File: src/rtl/dmaAddrPkg.sv
package dmaAddrPkg;
  localparam int CH_COUNT = 8;
  localparam int CH_BITS = $clog2(CH_COUNT);
  localparam int ADDR_W = 16;
  localparam int GRP_SIZE = CH_COUNT / 2;
  localparam int WORD_CH_FIRST = 5;
  localparam logic [7:0] UP_PORT_BASE = 8'hC0;
  localparam logic [7:0] LO_CLR_PORT = 8'h0C;
  localparam logic [7:0] LO_MCLR_PORT = 8'h0D;
  localparam logic [7:0] UP_CLR_PORT = 8'hD8;
  localparam logic [7:0] UP_MCLR_PORT = 8'hDA;

  typedef struct packed {
    logic wrEn;
    logic rdEn;
    logic [CH_BITS-1:0] ch;
    logic hiByte;
  } ioStrobe_t;

  function automatic logic [7:0] portOf(input int n);
    if (n < GRP_SIZE) return 8'(2 * n);
    return 8'(int'(UP_PORT_BASE) + 4 * (n - GRP_SIZE));
  endfunction
endpackage

File: src/rtl/dmaAddrCtrl.sv
module dmaAddrCtrl
  import dmaAddrPkg::*;
(
  input  logic clk,
  input  logic rstN,
  input  logic [7:0] ioAddr,
  input  logic ioWr,
  input  logic ioRd,
  output ioStrobe_t strobe
);
  logic hit;
  logic [CH_BITS-1:0] hitCh;
  logic grpUp;
  logic [1:0] ptrHi;
  logic clrLo, clrUp;

  always_comb begin
    hit = 1'b0;
    hitCh = '0;
    for (int n = 0; n < CH_COUNT; n++) begin
      if (ioAddr == portOf(n)) begin
        hit = 1'b1;
        hitCh = CH_BITS'(n);
      end
    end
  end

  assign grpUp = hitCh[CH_BITS-1];
  assign clrLo = ioWr && (ioAddr == LO_CLR_PORT || ioAddr == LO_MCLR_PORT);
  assign clrUp = ioWr && (ioAddr == UP_CLR_PORT || ioAddr == UP_MCLR_PORT);

  always_ff @(posedge clk) begin
    if (!rstN) begin
      ptrHi <= 2'b00;
    end else begin
      if (clrLo) ptrHi[0] <= 1'b0;
      else if (hit && (ioWr || ioRd) && !grpUp) ptrHi[0] <= ~ptrHi[0];
      if (clrUp) ptrHi[1] <= 1'b0;
      else if (hit && (ioWr || ioRd) && grpUp) ptrHi[1] <= ~ptrHi[1];
    end
  end

  assign strobe.wrEn = hit && ioWr;
  assign strobe.rdEn = hit && ioRd;
  assign strobe.ch = hitCh;
  assign strobe.hiByte = ptrHi[grpUp];

  assert_clear_lo_R5: assert property (@(posedge clk) disable iff (!rstN)
    (ioWr && ioAddr == LO_CLR_PORT) |=> !ptrHi[0]);
  assert_clear_up_R5: assert property (@(posedge clk) disable iff (!rstN)
    (ioWr && ioAddr == UP_CLR_PORT) |=> !ptrHi[1]);
  assert_master_up_R6: assert property (@(posedge clk) disable iff (!rstN)
    (ioWr && ioAddr == UP_MCLR_PORT) |=> !ptrHi[1]);
  assert_toggle_up_R4: assert property (@(posedge clk) disable iff (!rstN)
    ((strobe.wrEn || strobe.rdEn) && strobe.ch[CH_BITS-1] && !clrUp)
      |=> (ptrHi[1] != $past(ptrHi[1])) && (ptrHi[0] == $past(ptrHi[0])));
endmodule

File: src/rtl/dmaAddrPath.sv
module dmaAddrPath
  import dmaAddrPkg::*;
(
  input  logic clk,
  input  logic rstN,
  input  ioStrobe_t strobe,
  input  logic [7:0] ioWrData,
  output logic [7:0] ioRdData,
  input  logic xferValid,
  input  logic [CH_BITS-1:0] xferCh,
  input  logic xferTc,
  input  logic [CH_COUNT-1:0] modeDecr,
  input  logic [CH_COUNT-1:0] modeAutoInit,
  output logic [ADDR_W:0] memAddr
);
  logic [ADDR_W-1:0] baseAddr [CH_COUNT];
  logic [ADDR_W-1:0] curAddr [CH_COUNT];

  always_ff @(posedge clk) begin
    for (int g = 0; g < CH_COUNT; g++) begin
      if (strobe.wrEn && strobe.ch == CH_BITS'(g)) begin
        if (strobe.hiByte) begin
          baseAddr[g][15:8] <= ioWrData;
          curAddr[g][15:8] <= ioWrData;
        end else begin
          baseAddr[g][7:0] <= ioWrData;
          curAddr[g][7:0] <= ioWrData;
        end
      end else if (xferValid && xferCh == CH_BITS'(g)) begin
        if (xferTc && modeAutoInit[g]) curAddr[g] <= baseAddr[g];
        else if (modeDecr[g]) curAddr[g] <= curAddr[g] - 1'b1;
        else curAddr[g] <= curAddr[g] + 1'b1;
      end
    end
  end

  assign ioRdData = !strobe.rdEn ? 8'h00 :
                    strobe.hiByte ? curAddr[strobe.ch][15:8] : curAddr[strobe.ch][7:0];

  generate
    if (WORD_CH_FIRST < CH_COUNT) begin : g_wordShift
      assign memAddr = (int'(xferCh) >= WORD_CH_FIRST) ? {curAddr[xferCh], 1'b0}
                                                       : {1'b0, curAddr[xferCh]};
    end else begin : g_byteOnly
      assign memAddr = {1'b0, curAddr[xferCh]};
    end
  endgenerate

  assert_write_both_R2: assert property (@(posedge clk) disable iff (!rstN)
    (strobe.wrEn && !strobe.hiByte) |=>
      baseAddr[$past(strobe.ch)][7:0] == $past(ioWrData) &&
      curAddr[$past(strobe.ch)][7:0] == $past(ioWrData));
  assert_step_up_R7: assert property (@(posedge clk) disable iff (!rstN)
    (xferValid && !xferTc && !modeDecr[xferCh] && !(strobe.wrEn && strobe.ch == xferCh))
      |=> curAddr[$past(xferCh)] == $past(curAddr[xferCh]) + 16'd1);
  assert_reload_R8: assert property (@(posedge clk) disable iff (!rstN)
    (xferValid && xferTc && modeAutoInit[xferCh] && !(strobe.wrEn && strobe.ch == xferCh))
      |=> curAddr[$past(xferCh)] == $past(baseAddr[xferCh]));
  assert_write_wins_R10: assert property (@(posedge clk) disable iff (!rstN)
    (xferValid && strobe.wrEn && strobe.ch == xferCh && strobe.hiByte)
      |=> curAddr[$past(xferCh)][7:0] == $past(curAddr[xferCh][7:0]));
endmodule

File: src/rtl/dma_addr_regs.sv
module dma_addr_regs
  import dmaAddrPkg::*;
(
  input  logic clk,
  input  logic rstN,
  input  logic [7:0] ioAddr,
  input  logic [7:0] ioWrData,
  input  logic ioWr,
  input  logic ioRd,
  output logic [7:0] ioRdData,
  input  logic xferValid,
  input  logic [CH_BITS-1:0] xferCh,
  input  logic xferTc,
  input  logic [CH_COUNT-1:0] modeDecr,
  input  logic [CH_COUNT-1:0] modeAutoInit,
  output logic [ADDR_W:0] memAddr
);
  ioStrobe_t strobe;

  dmaAddrCtrl uCtrl (
    .clk(clk), .rstN(rstN), .ioAddr(ioAddr), .ioWr(ioWr), .ioRd(ioRd), .strobe(strobe)
  );

  dmaAddrPath uPath (
    .clk(clk), .rstN(rstN), .strobe(strobe), .ioWrData(ioWrData), .ioRdData(ioRdData),
    .xferValid(xferValid), .xferCh(xferCh), .xferTc(xferTc),
    .modeDecr(modeDecr), .modeAutoInit(modeAutoInit), .memAddr(memAddr)
  );
endmodule

File: config.mk
export PLATFORM = sky130hd
export DESIGN_NAME = dma_addr_regs
export DESIGN_NICKNAME = d
export VERILOG_FILES = /design/src/rtl/dmaAddrPkg.sv /design/src/rtl/dmaAddrCtrl.sv /design/src/rtl/dmaAddrPath.sv /design/src/rtl/dma_addr_regs.sv
export SDC_FILE = /design/constraint.sdc
export NUM_CORES = 1
export LEC_CHECK = 0
export BUFFER_PORTS_ARGS = -buffer_cell sky130_fd_sc_hd__buf_2
export CORE_ASPECT_RATIO = 0.8
export CORE_UTILIZATION = 39
export DETAILED_ROUTE_END_ITERATION = 10
export PLACE_DENSITY_LB_ADDON = 0.08
export SLEW_MARGIN = 10
export SYNTH_ARGS = -nofsm -noshare
export SYNTH_HDL_FRONTEND = slang
export SYNTH_HIERARCHICAL = 1
export SYNTH_SLANG_ARGS = --single-unit
export TNS_END_PERCENT = 30
File: constraint.sdc
create_clock -name clk -period 3.85 [get_ports clk]
set_input_delay 0 -clock clk [delete_from_list [all_inputs] [get_ports clk]]
set_output_delay 0 -clock clk [all_outputs]
set_load 0.03 [all_outputs]
==> run metrics <==
Die Height 190.3 microns; total routed wirelength 62010 microns; utilization after layout 44.48%; mapped cell area 17280 sq um; critical path class in2out; setup tns final 0 ns; Initial DRC Count 2075; Area after DPL 18190 sq um; Seq/Total Area, Yosys between 40% and 50%; ANT nets after route 0; IO Port Bufs 65; RR Endpoint uPath/curAddr[3][12]; via count between 10000 and 15000; # IOs 66; Area growth syn-to-layout 11.69%; final std cell area, no fill slightly below 20000 sq um; final hold violation count 0; crit path DAT 3.60 ns; number of flops mapped to enable cells by yosys approximately 260; max cap viols 0; FF-to-FF setup slack 0.91 ns; initial antenna violation count 2; number of synthesized register bits ~260; Final nets 1790; element type at the critical path end primary output; first-pass GRT wire length 92370 microns; crit path time final between 3 and 4 ns; Pwr Total 6.720 mW; Post-CTS Setup Bufs 0; crit path from ioAddr[5]; GR Util All Layers between 20% and 30%; VDD IR max 360.6 uV; Finished Layout Cells 2318; Syn Area/Cell ~10 sq um; worst reg-to-reg path cell count 8; post-synth cell types 81; worst skew pair latency 0.59 ns; Critical Path RT 3.85 ns; RSZ-0062 raised after global routing no; CTS root buffer clkbuf_16; starting density of the core roughly 40%; # DRC 0; dpl hpwl 44710 microns; Final Skew 0.01544 ns; DR vias/cell 6.465; hold path start ioWrData[5]; H-tree depth 1; drt pass-1 iters 5; prevailing post-synth register cell edfxtp_1; CORE AREA 43390 sq um; Die Wd roughly 240 microns; fin worst setup slack about 0.25 ns; vias in the first global route 13710; Min Hold Slack ~0.052 ns; total CTS buffers 30; FFs w/ async S/R, synth 0%; worst slack, placed 0.5422 ns; dpl cells between 2000 and 2500; Mapped Cells 1707; Synth warnings 6; clock sink count about 260; share of layout cells above drive strength 1 15.83%; die footprint 45160 sq um; max frequency 0.2776 GHz; CTS tree done; WL/cell 26.75 microns; # setup viols final 0; Final Max Slew Viols 0; Worst-Margin Slew 1.241 ns; largest net degree at the start of global routing 37; Leak 6.428 nW; HP Class in2reg; Worst Hold Path EP uPath/baseAddr[1][21]; Worst-path clk slew 0.06 ns; period utilisation layout 93.57%; Rows 68; Slew HR 16.62%; crit path launch type primary input; total grt overflow 0; maximum fanout along the worst path 19; Power Dens Cells 348.2 nW/um^2; Syn Nets 1764; Placer Congestion 0.9564; FF-to-FF Start uPath/curAddr[3][1]; outcome finished clean; hold path cells 1; CTS Buffer Depth 3
==> cell type report <==
class                           count  area, sq um
Fill cell                        4149        24090
Multi-Input combinational cell   1266         8866
Sequential cell                   258         7727
Timing Repair Buffer              138        910.9
Clock buffer                       37        798.3
Tap cell                          560        700.7
Inverter                           39        146.4
Clock inverter                     18        145.1
Antenna cell                        2        5.005
==> layout by cell type (no fill, tap or decap), types with 16 or more instances in the layout <==
cell type and n:
a221oi_1 16, and2_1 24, inv_1 39, nor4_1 18, mux4_2 70, clkbuf_16 31
o22ai_1 41, a21oi_1 131, nand2_1 189, buf_4 58, nand3_1 61, or3_1 25
xor2_1 63, nor2_1 146, a31oi_1 31, buf_2 65, o21ai_0 43, xnor2_1 55
nand4_1 27, o21ai_1 22, nor3_1 47, ha_1 16, edfxtp_1 256
==> routing by layer <==
layer / vias to the layer above / wire (microns) / GRT usage, %
li1: 6578 / - / -
met1: 7376 / 28350 / 42.84
met2: 927 / 24860 / 37.15
met3: 102 / 7060 / 6.340
met4: 2 / 1727 / 7.171
met5: - / 10 / 0
==> sequential cells by signal, summed over array words and instances, names as in the netlist <==
signal,count
uPath/curAddr,128
uCtrl/ptrHi,2
uPath/baseAddr,128
==> synthesized netlist by cell type, types with 24 or more instances <==
| master | n | area, sq um |
|---|---|---|
| and2_1 | 24 | 150.1 |
| xor2_1 | 63 | 551.8 |
| inv_1 | 39 | 146.4 |
| nand4_1 | 27 | 168.9 |
| edfxtp_1 | 256 | 7687 |
| xnor2_1 | 55 | 481.7 |
| or3_1 | 25 | 156.4 |
| nand3_1 | 61 | 305.3 |
| o21ai_0 | 44 | 220.2 |
| clkbuf_1 | 112 | 420.4 |
| nor3_1 | 48 | 240.2 |
| nand2_1 | 189 | 709.4 |
| a31oi_1 | 31 | 193.9 |
| a21oi_1 | 131 | 655.6 |
| nor2_1 | 147 | 551.8 |
| o22ai_1 | 41 | 256.5 |
| mux4_2 | 70 | 1577 |
==> worst max-delay path, cell delays in order <==
cell and delay (ns):
dlygate4sd3_1 0.53, buf_2 0.13, or3_1 0.50, nor2_2 0.28, a22o_4 0.31, buf_4 0.38
mux4_2 0.55, mux4_2 0.51, and2_1 0.21, buf_2 0.19
==> power breakdown <==
part	internal (mW)	total, mW	switching, mW
registers	3.13	3.20	0.0699
clock network	1.60	2.81	1.22
logic	0.250	0.706	0.456
==> cells by family (layout without fill, tap and decap cells) <==
group,count (synthesis),after routing,synth area share (%)
AND/OR/NAND/NOR,643,643,18.56
multiplexers,97,97,10.80
XOR/XNOR,118,118,5.981
flip-flops,258,258,44.72
buffers and inverters,183,232,4.279
adder cells (fa/ha/maj),16,16,1.158
AO/OA/AOI/OAI,392,392,14.50
other,0,2,0
==> worst max-delay path by stage <==
stage	to	slack, ns	cells after the start
2_1_floorplan	uPath/curAddr[2][10]	0.70	8
3_3_place_gp	uPath/curAddr[4][11]	0.60	10
3_5_place_dp	uPath/curAddr[4][6]	0.54	11
4_1_cts	ioRdData[6]	0.07	10
5_1_grt	ioRdData[3]	0.11	10
6_report	ioRdData[0]	0.25	10
==> what timing repair did <==
item                                    CTS  global route
gates resized for setup                   0             1
endpoints found under the hold margin    34             0
hold buffers                             15             0
endpoints found under the setup margin    0             8
(Power assumes the default switching activity.)
